File: src/rtl/prg_pkg.sv
package prg_pkg;

    typedef enum logic {
        FUSE_OPEN   = 1'b0,
        FUSE_LOCKED = 1'b1
    } fuse_state_e;

    typedef enum logic [1:0] {
        SRC_NONE = 2'd0,
        SRC_INT  = 2'd1,
        SRC_EXT  = 2'd2,
        SRC_DBG  = 2'd3
    } src_e;

    typedef enum logic [1:0] {
        RSP_IDLE = 2'd0,
        RSP_INT  = 2'd1,
        RSP_EXT  = 2'd2,
        RSP_DBG  = 2'd3
    } rsp_state_e;

endpackage

File: src/rtl/prg_fuse.sv
module prg_fuse
    import prg_pkg::*;
#(
    parameter bit RESET_OPEN = 1'b1
) (
    input  logic clk,
    input  logic rst_n,
    input  logic wr_en,
    input  logic wr_val,
    input  logic erase_done,
    input  logic prog_commit,
    output logic fuse_bit,
    output logic prog_valid
);

    localparam fuse_state_e RESET_STATE = RESET_OPEN ? FUSE_OPEN : FUSE_LOCKED;

    fuse_state_e state_q, state_d;
    logic        lock_req;

    assign lock_req = wr_en && !wr_val && !erase_done;

    always_ff @(posedge clk or negedge rst_n) begin
        if (!rst_n) begin
            state_q <= RESET_STATE;
        end else begin
            state_q <= state_d;
        end
    end

    always_comb begin
        state_d = state_q;
        unique case (state_q)
            FUSE_OPEN: begin
                if (lock_req) begin
                    state_d = FUSE_LOCKED;
                end
            end
            FUSE_LOCKED: begin
                if (erase_done) begin
                    state_d = FUSE_OPEN;
                end
            end
            default: state_d = FUSE_OPEN;
        endcase
    end

    always_ff @(posedge clk or negedge rst_n) begin
        if (!rst_n) begin
            prog_valid <= 1'b0;
        end else if (erase_done) begin
            prog_valid <= 1'b0;
        end else if (prog_commit) begin
            prog_valid <= 1'b1;
        end
    end

    always_comb begin
        unique case (state_q)
            FUSE_OPEN:   fuse_bit = 1'b1;
            FUSE_LOCKED: fuse_bit = 1'b0;
            default:     fuse_bit = 1'b1;
        endcase
    end

endmodule

File: src/rtl/prg_arb.sv
module prg_arb
    import prg_pkg::*;
#(
    parameter int AW = 12
) (
    input  logic          protect,
    input  logic          int_valid,
    input  logic [AW-1:0] int_addr,
    input  logic          ext_valid,
    input  logic [AW-1:0] ext_addr,
    input  logic          ext_cfg,
    input  logic          dbg_valid,
    input  logic [AW-1:0] dbg_addr,
    output logic          int_ready,
    output logic          ext_ready,
    output logic          dbg_ready,
    output src_e          grant,
    output logic          force_zero,
    output logic          deny,
    output logic          rd_en,
    output logic [AW-1:0] rd_addr,
    output logic          rd_cfg
);

    always_comb begin
        if (int_valid) begin
            grant = SRC_INT;
        end else if (ext_valid) begin
            grant = SRC_EXT;
        end else if (dbg_valid) begin
            grant = SRC_DBG;
        end else begin
            grant = SRC_NONE;
        end
    end

    always_comb begin
        int_ready  = 1'b0;
        ext_ready  = 1'b0;
        dbg_ready  = 1'b0;
        force_zero = 1'b0;
        deny       = 1'b0;
        rd_en      = 1'b0;
        rd_addr    = '0;
        rd_cfg     = 1'b0;
        unique case (grant)
            SRC_NONE: begin
            end
            SRC_INT: begin
                int_ready = 1'b1;
                rd_en     = 1'b1;
                rd_addr   = int_addr;
            end
            SRC_EXT: begin
                ext_ready = 1'b1;
                if (protect && !ext_cfg) begin
                    force_zero = 1'b1;
                end else begin
                    rd_en   = 1'b1;
                    rd_addr = ext_addr;
                    rd_cfg  = ext_cfg;
                end
            end
            SRC_DBG: begin
                dbg_ready = 1'b1;
                if (protect) begin
                    force_zero = 1'b1;
                    deny       = 1'b1;
                end else begin
                    rd_en   = 1'b1;
                    rd_addr = dbg_addr;
                end
            end
            default: begin
            end
        endcase
    end

endmodule

File: src/rtl/prg_resp.sv
module prg_resp
    import prg_pkg::*;
#(
    parameter int DW = 16
) (
    input  logic          clk,
    input  logic          rst_n,
    input  src_e          grant,
    input  logic          force_zero,
    input  logic          deny,
    input  logic [DW-1:0] mem_data,
    output logic          int_valid,
    output logic [DW-1:0] int_data,
    output logic          ext_valid,
    output logic [DW-1:0] ext_data,
    output logic          dbg_valid,
    output logic [DW-1:0] dbg_data,
    output logic          dbg_denied
);

    rsp_state_e    state_q, state_d;
    logic [DW-1:0] data_q;
    logic          deny_q;

    always_comb begin
        unique case (grant)
            SRC_NONE: state_d = RSP_IDLE;
            SRC_INT:  state_d = RSP_INT;
            SRC_EXT:  state_d = RSP_EXT;
            SRC_DBG:  state_d = RSP_DBG;
            default:  state_d = RSP_IDLE;
        endcase
    end

    always_ff @(posedge clk or negedge rst_n) begin
        if (!rst_n) begin
            state_q <= RSP_IDLE;
            data_q  <= '0;
            deny_q  <= 1'b0;
        end else begin
            state_q <= state_d;
            data_q  <= (force_zero || grant == SRC_NONE) ? '0 : mem_data;
            deny_q  <= deny;
        end
    end

    always_comb begin
        int_valid  = 1'b0;
        ext_valid  = 1'b0;
        dbg_valid  = 1'b0;
        int_data   = '0;
        ext_data   = '0;
        dbg_data   = '0;
        dbg_denied = 1'b0;
        unique case (state_q)
            RSP_IDLE: begin
            end
            RSP_INT: begin
                int_valid = 1'b1;
                int_data  = data_q;
            end
            RSP_EXT: begin
                ext_valid = 1'b1;
                ext_data  = data_q;
            end
            RSP_DBG: begin
                dbg_valid  = 1'b1;
                dbg_data   = data_q;
                dbg_denied = deny_q;
            end
            default: begin
            end
        endcase
    end

endmodule

File: src/rtl/prg_gate_top.sv
module prg_gate_top
    import prg_pkg::*;
#(
    parameter int AW         = 12,
    parameter int DW         = 16,
    parameter bit RESET_OPEN = 1'b1
) (
    input  logic          clk,
    input  logic          rst_n,
    input  logic          fuse_wr_en,
    input  logic          fuse_wr_val,
    input  logic          erase_done,
    input  logic          prog_commit,
    output logic          fuse_bit,
    output logic          protect_on,
    output logic          prog_valid,
    input  logic          int_req_valid,
    input  logic [AW-1:0] int_req_addr,
    output logic          int_req_ready,
    output logic          int_rsp_valid,
    output logic [DW-1:0] int_rsp_data,
    input  logic          ext_req_valid,
    input  logic [AW-1:0] ext_req_addr,
    input  logic          ext_req_cfg,
    output logic          ext_req_ready,
    output logic          ext_rsp_valid,
    output logic [DW-1:0] ext_rsp_data,
    input  logic          dbg_req_valid,
    input  logic [AW-1:0] dbg_req_addr,
    output logic          dbg_req_ready,
    output logic          dbg_rsp_valid,
    output logic [DW-1:0] dbg_rsp_data,
    output logic          dbg_rsp_denied,
    output logic          mem_rd_en,
    output logic [AW-1:0] mem_rd_addr,
    output logic          mem_rd_cfg,
    input  logic [DW-1:0] mem_rd_data
);

    src_e grant;
    logic force_zero;
    logic deny;

    prg_fuse #(
        .RESET_OPEN(RESET_OPEN)
    ) u_fuse (
        .clk        (clk),
        .rst_n      (rst_n),
        .wr_en      (fuse_wr_en),
        .wr_val     (fuse_wr_val),
        .erase_done (erase_done),
        .prog_commit(prog_commit),
        .fuse_bit   (fuse_bit),
        .prog_valid (prog_valid)
    );

    assign protect_on = !fuse_bit;

    prg_arb #(
        .AW(AW)
    ) u_arb (
        .protect   (protect_on),
        .int_valid (int_req_valid),
        .int_addr  (int_req_addr),
        .ext_valid (ext_req_valid),
        .ext_addr  (ext_req_addr),
        .ext_cfg   (ext_req_cfg),
        .dbg_valid (dbg_req_valid),
        .dbg_addr  (dbg_req_addr),
        .int_ready (int_req_ready),
        .ext_ready (ext_req_ready),
        .dbg_ready (dbg_req_ready),
        .grant     (grant),
        .force_zero(force_zero),
        .deny      (deny),
        .rd_en     (mem_rd_en),
        .rd_addr   (mem_rd_addr),
        .rd_cfg    (mem_rd_cfg)
    );

    prg_resp #(
        .DW(DW)
    ) u_resp (
        .clk       (clk),
        .rst_n     (rst_n),
        .grant     (grant),
        .force_zero(force_zero),
        .deny      (deny),
        .mem_data  (mem_rd_data),
        .int_valid (int_rsp_valid),
        .int_data  (int_rsp_data),
        .ext_valid (ext_rsp_valid),
        .ext_data  (ext_rsp_data),
        .dbg_valid (dbg_rsp_valid),
        .dbg_data  (dbg_rsp_data),
        .dbg_denied(dbg_rsp_denied)
    );

endmodule

File: config.mk
export PLATFORM = sky130hd
export DESIGN_NAME = prg_gate_top
export DESIGN_NICKNAME = d
export VERILOG_FILES = /design/src/rtl/prg_pkg.sv /design/src/rtl/prg_fuse.sv /design/src/rtl/prg_arb.sv /design/src/rtl/prg_resp.sv /design/src/rtl/prg_gate_top.sv
export SDC_FILE = /design/constraint.sdc
export NUM_CORES = 1
export LEC_CHECK = 0
export ABC_AREA = 0
export BUFFER_PORTS_ARGS = -buffer_cell sky130_fd_sc_hd__buf_2
export CAP_MARGIN = 5
export CORE_UTILIZATION = 39
export CTS_CLUSTER_DIAMETER = 40
export DETAILED_ROUTE_END_ITERATION = 16
export GPL_ROUTABILITY_DRIVEN = 0
export PLACE_DENSITY = 0.87
export SYNTH_ARGS = -nofsm -noshare
export SYNTH_HDL_FRONTEND = slang
export SYNTH_SLANG_ARGS = --single-unit
File: constraint.sdc
create_clock -name clk -period 4.5 [get_ports clk]
set_clock_uncertainty 0.2 [all_clocks]
set_input_delay 0.9 -clock clk [delete_from_list [all_inputs] [get_ports clk]]
set_output_delay 0.9 -clock clk [all_outputs]
set_load 0.01 [all_outputs]
==> results of run 1 <==
## cells by family (layout without fill, tap and decap cells)
logic type,Yosys count,count (layout),synth area share [%]
buffers and inverters,13,138,5.60
AOI/OAI and AO/OA,16,16,11.6
DFF,21,21,39.2
and+or+nand+nor,92,92,43.7
## cell usage after synthesis
cell type / n
nor4b_4: 1
clkbuf_1: 5
o21bai_2: 1
buf_6: 2
buf_2: 3
a21oi_1: 1
and2_1: 62
inv_2: 1
nor3_1: 1
and3_1: 17
and2b_1: 2
nor2_1: 5
a221o_1: 12
nand2b_1: 3
dfrtp_1: 21
a21boi_2: 1
o21a_1: 1
buf_4: 2
and2b_4: 1
## tightest hold or removal path, stage by stage (launching register included)
cell and delay, ps:
dfrtp_1 360, nor2_1 40, nor2_1 80
## power groups by stage
| stage | logic [mW] | registers, mW | clock network (mW) |
|---|---|---|---|
| 2_1_floorplan | 0.0757 | 0.211 | 0 |
| 3_3_place_gp | 0.134 | 0.216 | 0 |
| 3_5_place_dp | 0.137 | 0.217 | 0 |
| 4_1_cts | 0.137 | 0.213 | 0.0884 |
| 5_1_grt | 0.149 | 0.216 | 0.101 |
| 6_report | 0.135 | 0.214 | 0.0858 |
## metal layers
| layer | share of wire, % | vias to the layer above | routed length [um] |
|---|---|---|---|
| li1 | - | 731 | - |
| met1 | 38 | 630 | 1420 |
| met2 | 54 | 88 | 2040 |
| met3 | 7.6 | 2 | 289 |
| met4 | 0.74 | 0 | 28 |
| met5 | 0 | - | 0 |
## worst max-delay path by stage
| stage | cells after the start | from | slack [ps] | endpoint |
|---|---|---|---|---|
| 2_1_floorplan | 5 | int_req_valid | 1700 | mem_rd_addr[0] |
| 3_3_place_gp | 5 | int_req_valid | 1250 | mem_rd_addr[0] |
| 3_5_place_dp | 5 | int_req_valid | 1220 | mem_rd_addr[5] |
| 4_1_cts | 5 | int_req_valid | 1210 | mem_rd_addr[5] |
| 5_1_grt | 5 | int_req_valid | 1140 | mem_rd_addr[10] |
| 6_report | 5 | int_req_valid | 1210 | mem_rd_addr[5] |
## registers in the layout (all words and copies together), names as in the netlist
signal / count
u_fuse.state_q: 1
u_resp.state_q: 2
u_resp.deny_q: 1
u_resp.data_q: 16
u_fuse.prog_valid: 1
## layout make-up
cell class	instances	area (sq um)	area share, %
multi-input cells	108	741	36.7
repair buffers	133	666	33.0
flip-flops and latches	21	526	26.0
well taps	44	55.1	2.73
clock buffers	3	22.5	1.12
clock inverters	1	5.00	0.248
inverters	1	3.75	0.186
==> results.cfg, run 1 <==
[setup_path]
cpLargestDelayFamily = compound AO/OA/AOI/OAI gates
crit_chain = buf_2, and2b_4, o21a_1, a221o_1, buf_2
cp_common_cell = buf_2
worstReg2RegStart = u_fuse.state_q
crit_buf_inv = 2
required_ps = 3400
cpMaxStageDelayCell = a221o_1
arrival_ps = 2190
reg2regPathDepth = 3
r2r_end = u_resp.data_q[12]
ff2ff_setup_slack_ps = 3000
cp_max_fo = 20
max_stage_delay_ps = 350
start_kind = input port
crit_type = input port to output port
cp-end-kind = output port

[run_status]
status = finished clean

[global_route]
grt_use_met2_pct = 41.4
busiest_layer = met2
grt_remaining_overflow = 0
grt_pass1_wl_um = 5400
grt_max_degree = 22
grt_util_met1_pct = 20.4
antenna_found_initial = 0
grt_pass1_vias = 1263
grt_util_met3_pct = 2.13
track_usage_pct = 20.1

[die]
die_width_um = 60.6
ios = 134
dieArea_sq_um = 3680
initial_core_util_pct = 42.5
die_h_um = 60.6
fp.coreArea_sq_um = 3150
rows = 20

[pwr]
p_switching_uw = 130
p_leak_nw = 1.23
seqPwrFrac_pct = 49.2
comb_power_share_pct = 31.0
swShare_pct = 29.9
intPower_uw = 305
pwr-share-clk_pct = 19.8
peakVddDrop_mv = 0.0939
p_total_uw = 434
powerDensity_nw_per_um2 = 215

[placement]
placedCellCount = 307
io_buffers = 133
place_hpwl_um = 3220
place_area_sq_um = 1990
dp_worst_setup_slack_ps = 1220

[routing]
drt_first_iter_violations = 78
drt-total-wl_um = 3780
via_count = 1451
first_pass_iters = 4
drc = 0
ant_nets = 0
routedWlPerCell_um = 12.2
avgViaCountPerCell = 4.67

[sta]
tightest_slew_ps = 473
hold_slack_ps = 309
grt_setup_unrepaired = false
min_period_over_period_pct = 73.0
relSlewSlack_pct = 68.4
hold_viol = 0
fin_ws_ps = 1210
min_period_ps = 3290
setup_viol = 0
setup_tns_ps = 0
report.final.slew_viol_count = 0
max_freq_ghz = 0.304

[logic_synthesis]
synth.area.top_cells = dfrtp_1 39%, and2_1 29%, a221o_1 9.0%
netlist_instances = 142
synth_top_area_share_pct = 39.2
ys_ff_latch = 21
syn_nets = 204
ys_seq_area_share_pct = 39.2
avgSynthCellArea_sq_um = 9.45
yosysTopAreaCell = dfrtp_1
yosysWarnings = 0
synthesis.area_sq_um = 1340
synth_cell_types = 19

[finish]
synthToLayoutAreaGrowth_pct = 50.5
utilization_pct = 64.0
diodes = 0
nNetsFinal = 330
stdcell_area_sq_um = 2020
layout_common_cells = 133 x buf_2, 62 x and2_1, 21 x dfrtp_1, 17 x and3_1, 12 x a221o_1
final_cells = 311
drive_gt1_share_pct = 53.2
layout_commonest_cell = buf_2
n_fill_cell = 310

[worst_hold_path]
worstHoldPathType = flop to flop
whs_endpoint = u_fuse.prog_valid
holdCritStartpoint = u_fuse.prog_valid
hold_depth = 2

[clock_network]
postCtsSetupRepairBufs = 0
htree_levels = 1
cts_tree = done
cts_sinks = 21
clk_pin_slew_worst_paths_ps = 110
worstSkewPairLatency_ps = 300
cts_root_buffer = clkbuf_4
cts-buffers-inserted = 3
cts_resized = 0
hold_buffers = 0
clockBufferDepth = 2

[job]
max_cap_violations = 0
Power figures use the tool's default switching activity.
==> run 2: changes to the inputs <==
--- a/config.mk
+++ b/config.mk
@@ -8,11 +8,11 @@
 export ABC_AREA = 0
 export BUFFER_PORTS_ARGS = -buffer_cell sky130_fd_sc_hd__buf_2
 export CAP_MARGIN = 5
-export CORE_UTILIZATION = 39
+export CORE_UTILIZATION = 36
 export CTS_CLUSTER_DIAMETER = 40
 export DETAILED_ROUTE_END_ITERATION = 16
 export GPL_ROUTABILITY_DRIVEN = 0
-export PLACE_DENSITY = 0.87
+export PLACE_DENSITY = 0.81
 export SYNTH_ARGS = -nofsm -noshare
 export SYNTH_HDL_FRONTEND = slang
 export SYNTH_SLANG_ARGS = --single-unit
==> constraint.sdc (replaced) <==
create_clock -name clk -period 3.4 [get_ports clk]
set_clock_uncertainty 0.2 [all_clocks]
set_input_delay 0.68 -clock clk [delete_from_list [all_inputs] [get_ports clk]]
set_output_delay 0.68 -clock clk [all_outputs]
set_load 0.01 [all_outputs]
==> run 2 against run 1 <==
  * Core utilization fell by 4.8 points
  * Die area is 8.1% higher
  * Flip-flop and latch count unchanged
  * Register-to-register slack lost 1100 ps
  * Largest cell class unchanged
==> results.cfg, run 2 (synthesized netlist as in run 1, its figures left out) <==
[routing]
drt-total-wl_um = 3940
via_count = 1439
drt_first_iter_violations = 35
drc = 0
ant_nets = 0
first_pass_iters = 4
avgViaCountPerCell = 4.60
routedWlPerCell_um = 12.6

[global_route]
track_usage_pct = 19.9
antenna_found_initial = 1
grt_pass1_wl_um = 6290
grt_remaining_overflow = 0
grt_pass1_vias = 1489
grt_max_degree = 22

[sta]
setup_viol = 0
tightest_slew_ps = 530
min_period_over_period_pct = 84.1
fin_ws_ps = 542
max_freq_ghz = 0.350
report.final.slew_viol_count = 0
grt_setup_unrepaired = false
relSlewSlack_pct = 64.6
min_period_ps = 2860
hold_viol = 0
setup_tns_ps = 0

[setup_path]
start_kind = input port
cpMaxStageDelayCell = a221o_1
cp_common_cell = buf_2
cp-end-kind = output port
arrival_ps = 1980
crit_buf_inv = 2
max_stage_delay_ps = 350
cp_max_fo = 20
required_ps = 2520
crit_chain = buf_2, and2b_4, o21a_1, a221o_1, buf_2
ff2ff_setup_slack_ps = 1870
crit_type = input port to output port
cpLargestDelayFamily = compound AO/OA/AOI/OAI gates

[finish]
layout_common_cells = 133 x buf_2, 62 x and2_1, 21 x dfrtp_1, 17 x and3_1, 12 x a221o_1
drive_gt1_share_pct = 52.8
utilization_pct = 59.2
nNetsFinal = 330
final_cells = 313
diodes = 0
regMostFlops = u_resp.data_q
synthToLayoutAreaGrowth_pct = 52.0
layout_commonest_cell = buf_2
largest_register_ffs = 16
largestRegisters = u_resp.data_q x16, u_resp.state_q x2

[placement]
place_hpwl_um = 3130
placedCellCount = 309
io_buffers = 133
dp_worst_setup_slack_ps = 561

[pwr]
pwr-share-clk_pct = 25.4
seqPwrFrac_pct = 45.8
intPower_uw = 443
peakVddDrop_mv = 0.135
p_total_uw = 619
p_switching_uw = 176
swShare_pct = 28.5
powerDensity_nw_per_um2 = 303
p_leak_nw = 1.24
comb_power_share_pct = 28.7

[die]
fp.coreArea_sq_um = 3440
die_h_um = 63.0
rows = 21
dieArea_sq_um = 3970
ios = 134
initial_core_util_pct = 39.0
die_width_um = 63.0

[clock_network]
hold_buffers = 0
cts_sinks = 21
clockBufferDepth = 2
htree_levels = 1
cts-buffers-inserted = 3
cts_root_buffer = clkbuf_8
cts_tree = done
clk_pin_slew_worst_paths_ps = 70
cts_resized = 0
postCtsSetupRepairBufs = 0
worstSkewPairLatency_ps = 250

[run_status]
status = finished clean

[job]
max_cap_violations = 0

[worst_hold_path]
worstHoldPathType = input port to async pin
[run 2: layout make-up]
cell class                      count  area (sq um)
Fill cell                         318          1400
Tap cell                           46          57.6
Clock buffer                        4          45.0
Multi-Input combinational cell    108           741
Inverter                            1          3.75
Sequential cell                    21           526
Timing Repair Buffer              133           666
[run 2: final timing paths]
path	from	cells after the start	to
setup / recovery	int_req_valid	5	mem_rd_addr[4]
hold / removal	rst_n	1	u_fuse.prog_valid
setup reg to reg	u_fuse.state_q	3	u_resp.data_q[12]
hold reg to reg	u_fuse.prog_valid	2	u_fuse.prog_valid
max in group asynchronous	rst_n	1	u_resp.data_q[8]
min in group clk	u_fuse.prog_valid	2	u_fuse.prog_valid
[run 2: power by group through the flow]
stage	Clock [mW]	Combinational, mW	Sequential, mW
floorplan	0	0.100	0.280
global placement	0	0.177	0.287
detailed placement	0	0.180	0.289
CTS	0.163	0.180	0.284
global route	0.175	0.196	0.287
finish	0.157	0.178	0.284
[run 2: worst reg2reg max path, stage by stage, from the launching register on]
cell and delay [ps]:
dfrtp_1 440, a21boi_2 180, o21bai_2 430, and2_1 220
[run 2: through the flow]
| step | cell area (sq um) | hold WS, ps |
|---|---|---|
| floorplan | 1340 | 184 |
| global route | 2040 | 197 |
| global placement | 1990 | 275 |
| detailed placement | 1990 | 284 |
| finish | 2040 | 166 |
| CTS | 2040 | 177 |
[run 2: per-layer routing]
metal,routed length [um],global-route usage (%),vias to the layer above
met2,2170,40.5,68
met3,268,2.92,4
met4,45,7.85,0
met5,0,0,-
li1,-,-,726
met1,1450,19.5,641
